`src/rtl/burst_seq_pkg.sv`:
```
package burst_seq_pkg;

  localparam int COL_W = 3;

  typedef enum logic [1:0] {
    BLM_FIX8 = 2'b00,
    BLM_OTF  = 2'b01,
    BLM_FIX4 = 2'b10,
    BLM_RSVD = 2'b11
  } blm_e;

  typedef struct packed {
    logic             rd;
    logic             ilv;
    logic             chop;
    logic             adv;
    logic [COL_W-1:0] col0;
  } burst_cmd_t;

  // chop-4 decision from the mode field and the per-command flag
  function automatic logic decide_chop(input logic [1:0] mode, input logic otf);
    case (blm_e'(mode))
      BLM_FIX4: decide_chop = 1'b1;
      BLM_OTF:  decide_chop = otf;
      default:  decide_chop = 1'b0;
    endcase
  endfunction

  // sequential: keep low-pair rotation, flip the top bit in the second half
  function automatic logic [COL_W-1:0] seq_col(input logic [COL_W-1:0] s,
                                               input logic [COL_W-1:0] i);
    logic [1:0] lo;
    lo = s[1:0] + i[1:0];
    seq_col = {s[2] ^ i[2], lo};
  endfunction

  function automatic logic [COL_W-1:0] ilv_col(input logic [COL_W-1:0] s,
                                               input logic [COL_W-1:0] i);
    ilv_col = s ^ i;
  endfunction

  // write: chop keeps only the top start bit, length 8 ignores the start
  function automatic logic [COL_W-1:0] wr_col(input logic [COL_W-1:0] s,
                                              input logic [COL_W-1:0] i,
                                              input logic             chop);
    wr_col = chop ? {s[2] ^ i[2], i[1:0]} : i;
  endfunction

endpackage

```
`src/rtl/burst_cmd_latch.sv`:
```
module burst_cmd_latch
  import burst_seq_pkg::*;
(
  input  logic             clk,
  input  logic             rst_n,
  input  logic             accept,
  input  logic [1:0]       bl_mode,
  input  logic             burst_ilv,
  input  logic             otf_chop,
  input  logic             is_write,
  input  logic [COL_W-1:0] start_col,
  output burst_cmd_t       cmd_q
);

  burst_cmd_t cmd_d;

  always_comb begin
    cmd_d.rd   = ~is_write;
    cmd_d.ilv  = burst_ilv;
    cmd_d.chop = decide_chop(bl_mode, otf_chop);
    cmd_d.adv  = is_write && (blm_e'(bl_mode) == BLM_FIX4);
    cmd_d.col0 = start_col;
  end

  always_ff @(posedge clk) begin
    if (!rst_n)      cmd_q <= '0;
    else if (accept) cmd_q <= cmd_d;
  end

endmodule

```
`src/rtl/burst_beat_ctr.sv`:
```
module burst_beat_ctr #(
  parameter int BEATS  = 8,
  localparam int BEAT_W = $clog2(BEATS)
) (
  input  logic              clk,
  input  logic              rst_n,
  input  logic              start,
  output logic              accept,
  output logic              active,
  output logic              last,
  output logic [BEAT_W-1:0] cnt
);

  localparam logic [BEAT_W-1:0] LAST_IDX = BEAT_W'(BEATS - 1);

  assign accept = start && !active;
  assign last   = active && (cnt == LAST_IDX);

  always_ff @(posedge clk) begin
    if (!rst_n) begin
      active <= 1'b0;
      cnt    <= '0;
    end else if (accept) begin
      active <= 1'b1;
      cnt    <= '0;
    end else if (active) begin
      cnt <= last ? '0 : cnt + 1'b1;
      if (last) active <= 1'b0;
    end
  end

endmodule

```
`src/rtl/burst_col_map.sv`:
```
module burst_col_map
  import burst_seq_pkg::*;
#(
  parameter int BEATS = 8,
  localparam int BEAT_W = $clog2(BEATS)
) (
  input  logic              active,
  input  burst_cmd_t        cmd,
  input  logic [BEAT_W-1:0] beat,
  output logic [COL_W-1:0]  col,
  output logic              hiz,
  output logic              adv
);

  localparam int HALF = BEATS / 2;

  logic [COL_W-1:0] idx;
  logic [COL_W-1:0] rd_col;
  logic             upper_half;

  assign idx        = COL_W'(beat);
  assign upper_half = (int'(beat) >= HALF);
  assign rd_col     = cmd.ilv ? ilv_col(cmd.col0, idx) : seq_col(cmd.col0, idx);

  always_comb begin
    col = '0;
    hiz = 1'b0;
    adv = 1'b0;
    if (active) begin
      col = cmd.rd ? rd_col : wr_col(cmd.col0, idx, cmd.chop);
      hiz = cmd.rd && cmd.chop && upper_half;
      adv = cmd.adv;
    end
  end

endmodule

```
`src/rtl/burst_col_seq.sv`:
```
module burst_col_seq
  import burst_seq_pkg::*;
#(
  parameter int BEATS = 8,
  localparam int BEAT_W = $clog2(BEATS)
) (
  input  logic             clk,
  input  logic             rst_n,
  input  logic [1:0]       bl_mode,
  input  logic             burst_ilv,
  input  logic             otf_chop,
  input  logic             is_write,
  input  logic [COL_W-1:0] start_col,
  input  logic             start,
  output logic [COL_W-1:0] beat_col,
  output logic             beat_vld,
  output logic             beat_hiz,
  output logic             wr_advance
);

  // named internal events, used by the bound checker
  logic              accept_w;
  logic              active_w;
  logic              last_w;
  logic [BEAT_W-1:0] cnt_w;
  burst_cmd_t        cmd_w;

  burst_beat_ctr #(.BEATS(BEATS)) u_ctr (
    .clk    (clk),
    .rst_n  (rst_n),
    .start  (start),
    .accept (accept_w),
    .active (active_w),
    .last   (last_w),
    .cnt    (cnt_w)
  );

  burst_cmd_latch u_cmd (
    .clk       (clk),
    .rst_n     (rst_n),
    .accept    (accept_w),
    .bl_mode   (bl_mode),
    .burst_ilv (burst_ilv),
    .otf_chop  (otf_chop),
    .is_write  (is_write),
    .start_col (start_col),
    .cmd_q     (cmd_w)
  );

  burst_col_map #(.BEATS(BEATS)) u_map (
    .active (active_w),
    .cmd    (cmd_w),
    .beat   (cnt_w),
    .col    (beat_col),
    .hiz    (beat_hiz),
    .adv    (wr_advance)
  );

  assign beat_vld = active_w;

endmodule

```
`config.mk`:
```
export PLATFORM = sky130hd
export DESIGN_NAME = burst_col_seq
export DESIGN_NICKNAME = d
export VERILOG_FILES = /design/src/rtl/burst_seq_pkg.sv /design/src/rtl/burst_cmd_latch.sv /design/src/rtl/burst_beat_ctr.sv /design/src/rtl/burst_col_map.sv /design/src/rtl/burst_col_seq.sv
export SDC_FILE = /design/constraint.sdc
export NUM_CORES = 1
export LEC_CHECK = 0
export BUFFER_PORTS_ARGS = -buffer_cell sky130_fd_sc_hd__buf_2
export CORE_UTILIZATION = 45
export CTS_BUF_LIST = sky130_fd_sc_hd__clkbuf_4 sky130_fd_sc_hd__clkbuf_8
export CTS_CLUSTER_DIAMETER = 150
export CTS_CLUSTER_SIZE = 25
export DETAILED_ROUTE_END_ITERATION = 12
export GPL_TIMING_DRIVEN = 0
export PLACE_DENSITY = 0.78
export SLEW_MARGIN = 20
export SYNTH_ARGS = -nofsm -noshare
export SYNTH_HDL_FRONTEND = slang
export SYNTH_SLANG_ARGS = --single-unit
export TNS_END_PERCENT = 100
```
`constraint.sdc`:
```
create_clock -name clk -period 1.6 [get_ports clk]
set_input_delay 0.24 -clock clk [delete_from_list [all_inputs] [get_ports clk]]
set_output_delay 0.24 -clock clk [all_outputs]
set_load 0.01 [all_outputs]
```
==> impl_metrics.tcl <==
set metrics [dict create \
    nets 107 \
    hold_depth 3 \
    ir_drop_mv 0.419 \
    fin_util_pct 65.2 \
    switchingPower_mw 0.154 \
    power_density_mw_per_mm2 789 \
    cts_tree "done" \
    synth_cell_type_count 25 \
    syn_nets 85 \
    place.gp.congestion 0.685 \
    clock_skew_ns 0.00383 \
    track_usage_pct 20.1 \
    p_comb_share_pct 15.2 \
    post-route-cell-area_um2 763 \
    status "completed" \
    wl_mm 1.20 \
    rsz0062_at_grt "true" \
    avgRoutedWirePerCell_um 11.5 \
    switching_share_pct 25.5 \
    holdBufCountCts 0 \
    finalSetupViolCount 0 \
    first_iter_violations 11 \
    synth.most_common_cell "nand2_1" \
    viasPerCell 5.08 \
    die_w_um 38.6 \
    n_antenna_cell 0 \
    placed_cell_area_um2 699 \
    ys.flop_type "dfxtp_1" \
    p_clk_share_pct 34.5 \
    io_buffer_count 16 \
    internal_power_mw 0.448 \
    core_mm2 0.00117 \
    rr_startpoint "u_ctr.cnt[0]" \
    final.setup.tns_ns 0 \
    drv_slew 0 \
    seq_power_share_pct 50.3 \
    root_buffer "clkbuf_4" \
    synth_top_cells_by_area "dfxtp_1, ha_1, nand2_1, a21boi_0, nor2b_1" \
    std_cell_rows 12 \
    end_kind "output pin" \
    yosysTopAreaCellShare_pct 36.6 \
    drive_above_1_share_pct 32.2 \
    synth_common_cells "nand2_1, dfxtp_1, nor2b_1" \
    dieArea_mm2 0.00149 \
    place_inst 99 \
    syn_area_um2 602 \
    reg2reg_slack_ns 0.25 \
    ios 17 \
    cts_sinks 11 \
    antenna_found_initial 0 \
    cts_buffer_depth 2 \
    drcViolationCount 0 \
    synth_seq_area_share_pct 36.6 \
    synth-edff-count 0 \
    fin_cells 104 \
    area_delta_synth_final_pct 26.8 \
    synth_area_leader_cell "dfxtp_1" \
    dp_hpwl_um 891 \
    reg2reg_to "u_ctr.cnt[0]" \
    syn_inst 69 \
    required_ns 1.36 \
    htreeDepth 1 \
    hold_viol_final 0 \
    worst_pin_slew_ns 0.352 \
    hold_path_end "u_cmd.cmd_q[1]" \
    hold_path_startpoint "start_col[1]" \
    grt_first_pass_wirelength_mm 1.95 \
    clk_pin_slew_ns 0.07 \
    p_leak_nw 0.351 \
    die_h_um 38.6 \
    min_path_type "input pin to flop" \
    initial_utilization_pct 51.4 \
    cap_violations 0 \
    worstSkewPairLatency_ns 0.27 \
    path_max_fanout 2 \
    min_period_ns 1.58 \
    worst_setup_path_start_kind "flop" \
    fmax_mhz 634 \
    grt_pass1_vias 498 \
    holdWs_ns 0.212 \
    dr.pass1.iters 3 \
    synth-async-reset-ratio_pct 0 \
    period_share_pct 98.6 \
    grt_overflow 0 \
    crit_arrival_ns 1.34 \
    ys_warn_count 0 \
    ant_nets 0 \
    synth.ff_latch_count 11 \
    rr_worst_depth 6 \
    cts_made_buffers 3 \
    vias 528 \
    path_class "flop to output pin" \
    grt_start_max_net_pins 11 \
    slew_headroom_pct 76.5 \
    syn_avg_cell_area_um2 8.72 \
]
routing by layer:
layer / up-vias / global-route usage, % / wire length (um)
met2: 10 / 35.0 / 610
met1: 239 / 21.1 / 536
met4: 0 / 15.5 / 11
met3: 2 / 3.47 / 38
met5: - / 0 / 0
li1: 277 / - / -
stage by stage:
stage / worst slack, ns / total power, mW
floorplan: 0.243 / 0.359
global placement: 0.131 / 0.388
detailed placement: 0.110 / 0.392
CTS: -0.0468 / 0.608
global route: -0.0644 / 0.633
finish: 0.0221 / 0.602
final cells by class:
class,instances,area (um^2)
clock buffer,4,30.0
buffer,3,13.8
sequential,11,223
fill,103,408
tap,14,17.5
inverter,2,7.51
multi-input combinational,53,384
timing repair buffer,17,87.6
state kept, by name, summed over array words and instances (netlist names):
register / flops
u_ctr.cnt: 3
u_cmd.cmd_q: 7
u_ctr.active: 1
critical path: stages, from the launching register on:
cell and delay, ns:
dfxtp_2 0.34, ha_4 0.15, nor2b_4 0.12, o21ai_2 0.15
mux2i_1 0.18, buf_2 0.14
how the worst max path moves through the flow:
stage | startpoint | end | slack [ns]
5_1_grt | u_cmd.cmd_q[0] | beat_col[1] | -0.06
2_1_floorplan | u_ctr.cnt[0] | beat_col[1] | 0.24
6_report | u_cmd.cmd_q[0] | beat_col[1] | 0.02
3_3_place_gp | u_ctr.cnt[0] | beat_col[1] | 0.13
3_5_place_dp | u_ctr.cnt[0] | beat_col[1] | 0.11
4_1_cts | u_ctr.cnt[0] | beat_col[1] | -0.05
cells by family after synthesis:
kind of cell	after synthesis	share of synthesized area (%)
flops	11	36.6
simple gates	31	28.5
mux	3	4.99
buf+inv	5	3.53
xor+xnor	1	1.46
fa+ha+maj	5	10.4
compound gates	13	14.6
layout by cell type (no fill, tap or decap):
| cell | n |
|---|---|
| clkbuf_4 | 4 |
| dfxtp_1 | 9 |
| a21oi_1 | 3 |
| ha_1 | 4 |
| dfxtp_2 | 2 |
| o21ai_2 | 1 |
| nand2_1 | 13 |
| o211a_1 | 1 |
| o21ai_0 | 1 |
| nor2b_4 | 1 |
| ha_4 | 1 |
| mux2i_1 | 3 |
| a21boi_0 | 5 |
| nand2b_2 | 1 |
| nor2b_1 | 5 |
| clkbuf_1 | 1 |
| nand3_1 | 1 |
| buf_2 | 18 |
| nand4bb_1 | 1 |
| and2_1 | 2 |
| nor3b_1 | 2 |
| and2b_1 | 1 |
| and4_1 | 1 |
| o21a_1 | 1 |
| or3_1 | 1 |
| a21boi_1 | 1 |
| xnor2_1 | 1 |
| nand2b_1 | 1 |
| buf_4 | 1 |
| inv_1 | 2 |
| nor2_1 | 1 |
power by group through the flow:
stage	registers [mW]	clock network, mW	logic, mW
after detailed placement	0.307	0	0.0849
after global placement	0.306	0	0.0819
final	0.303	0.208	0.0914
after floorplan	0.305	0	0.0540
after CTS	0.300	0.218	0.0896
after global routing	0.305	0.225	0.104
repair_timing:
item | 4_1_cts | 5_1_grt
gates resized for setup | 4 | 4
pin swaps | 2 | 2
setup buffers | 1 | 0
endpoints found under the setup margin | 1 | 1
Note: power is estimated with default switching activity, not from simulation.
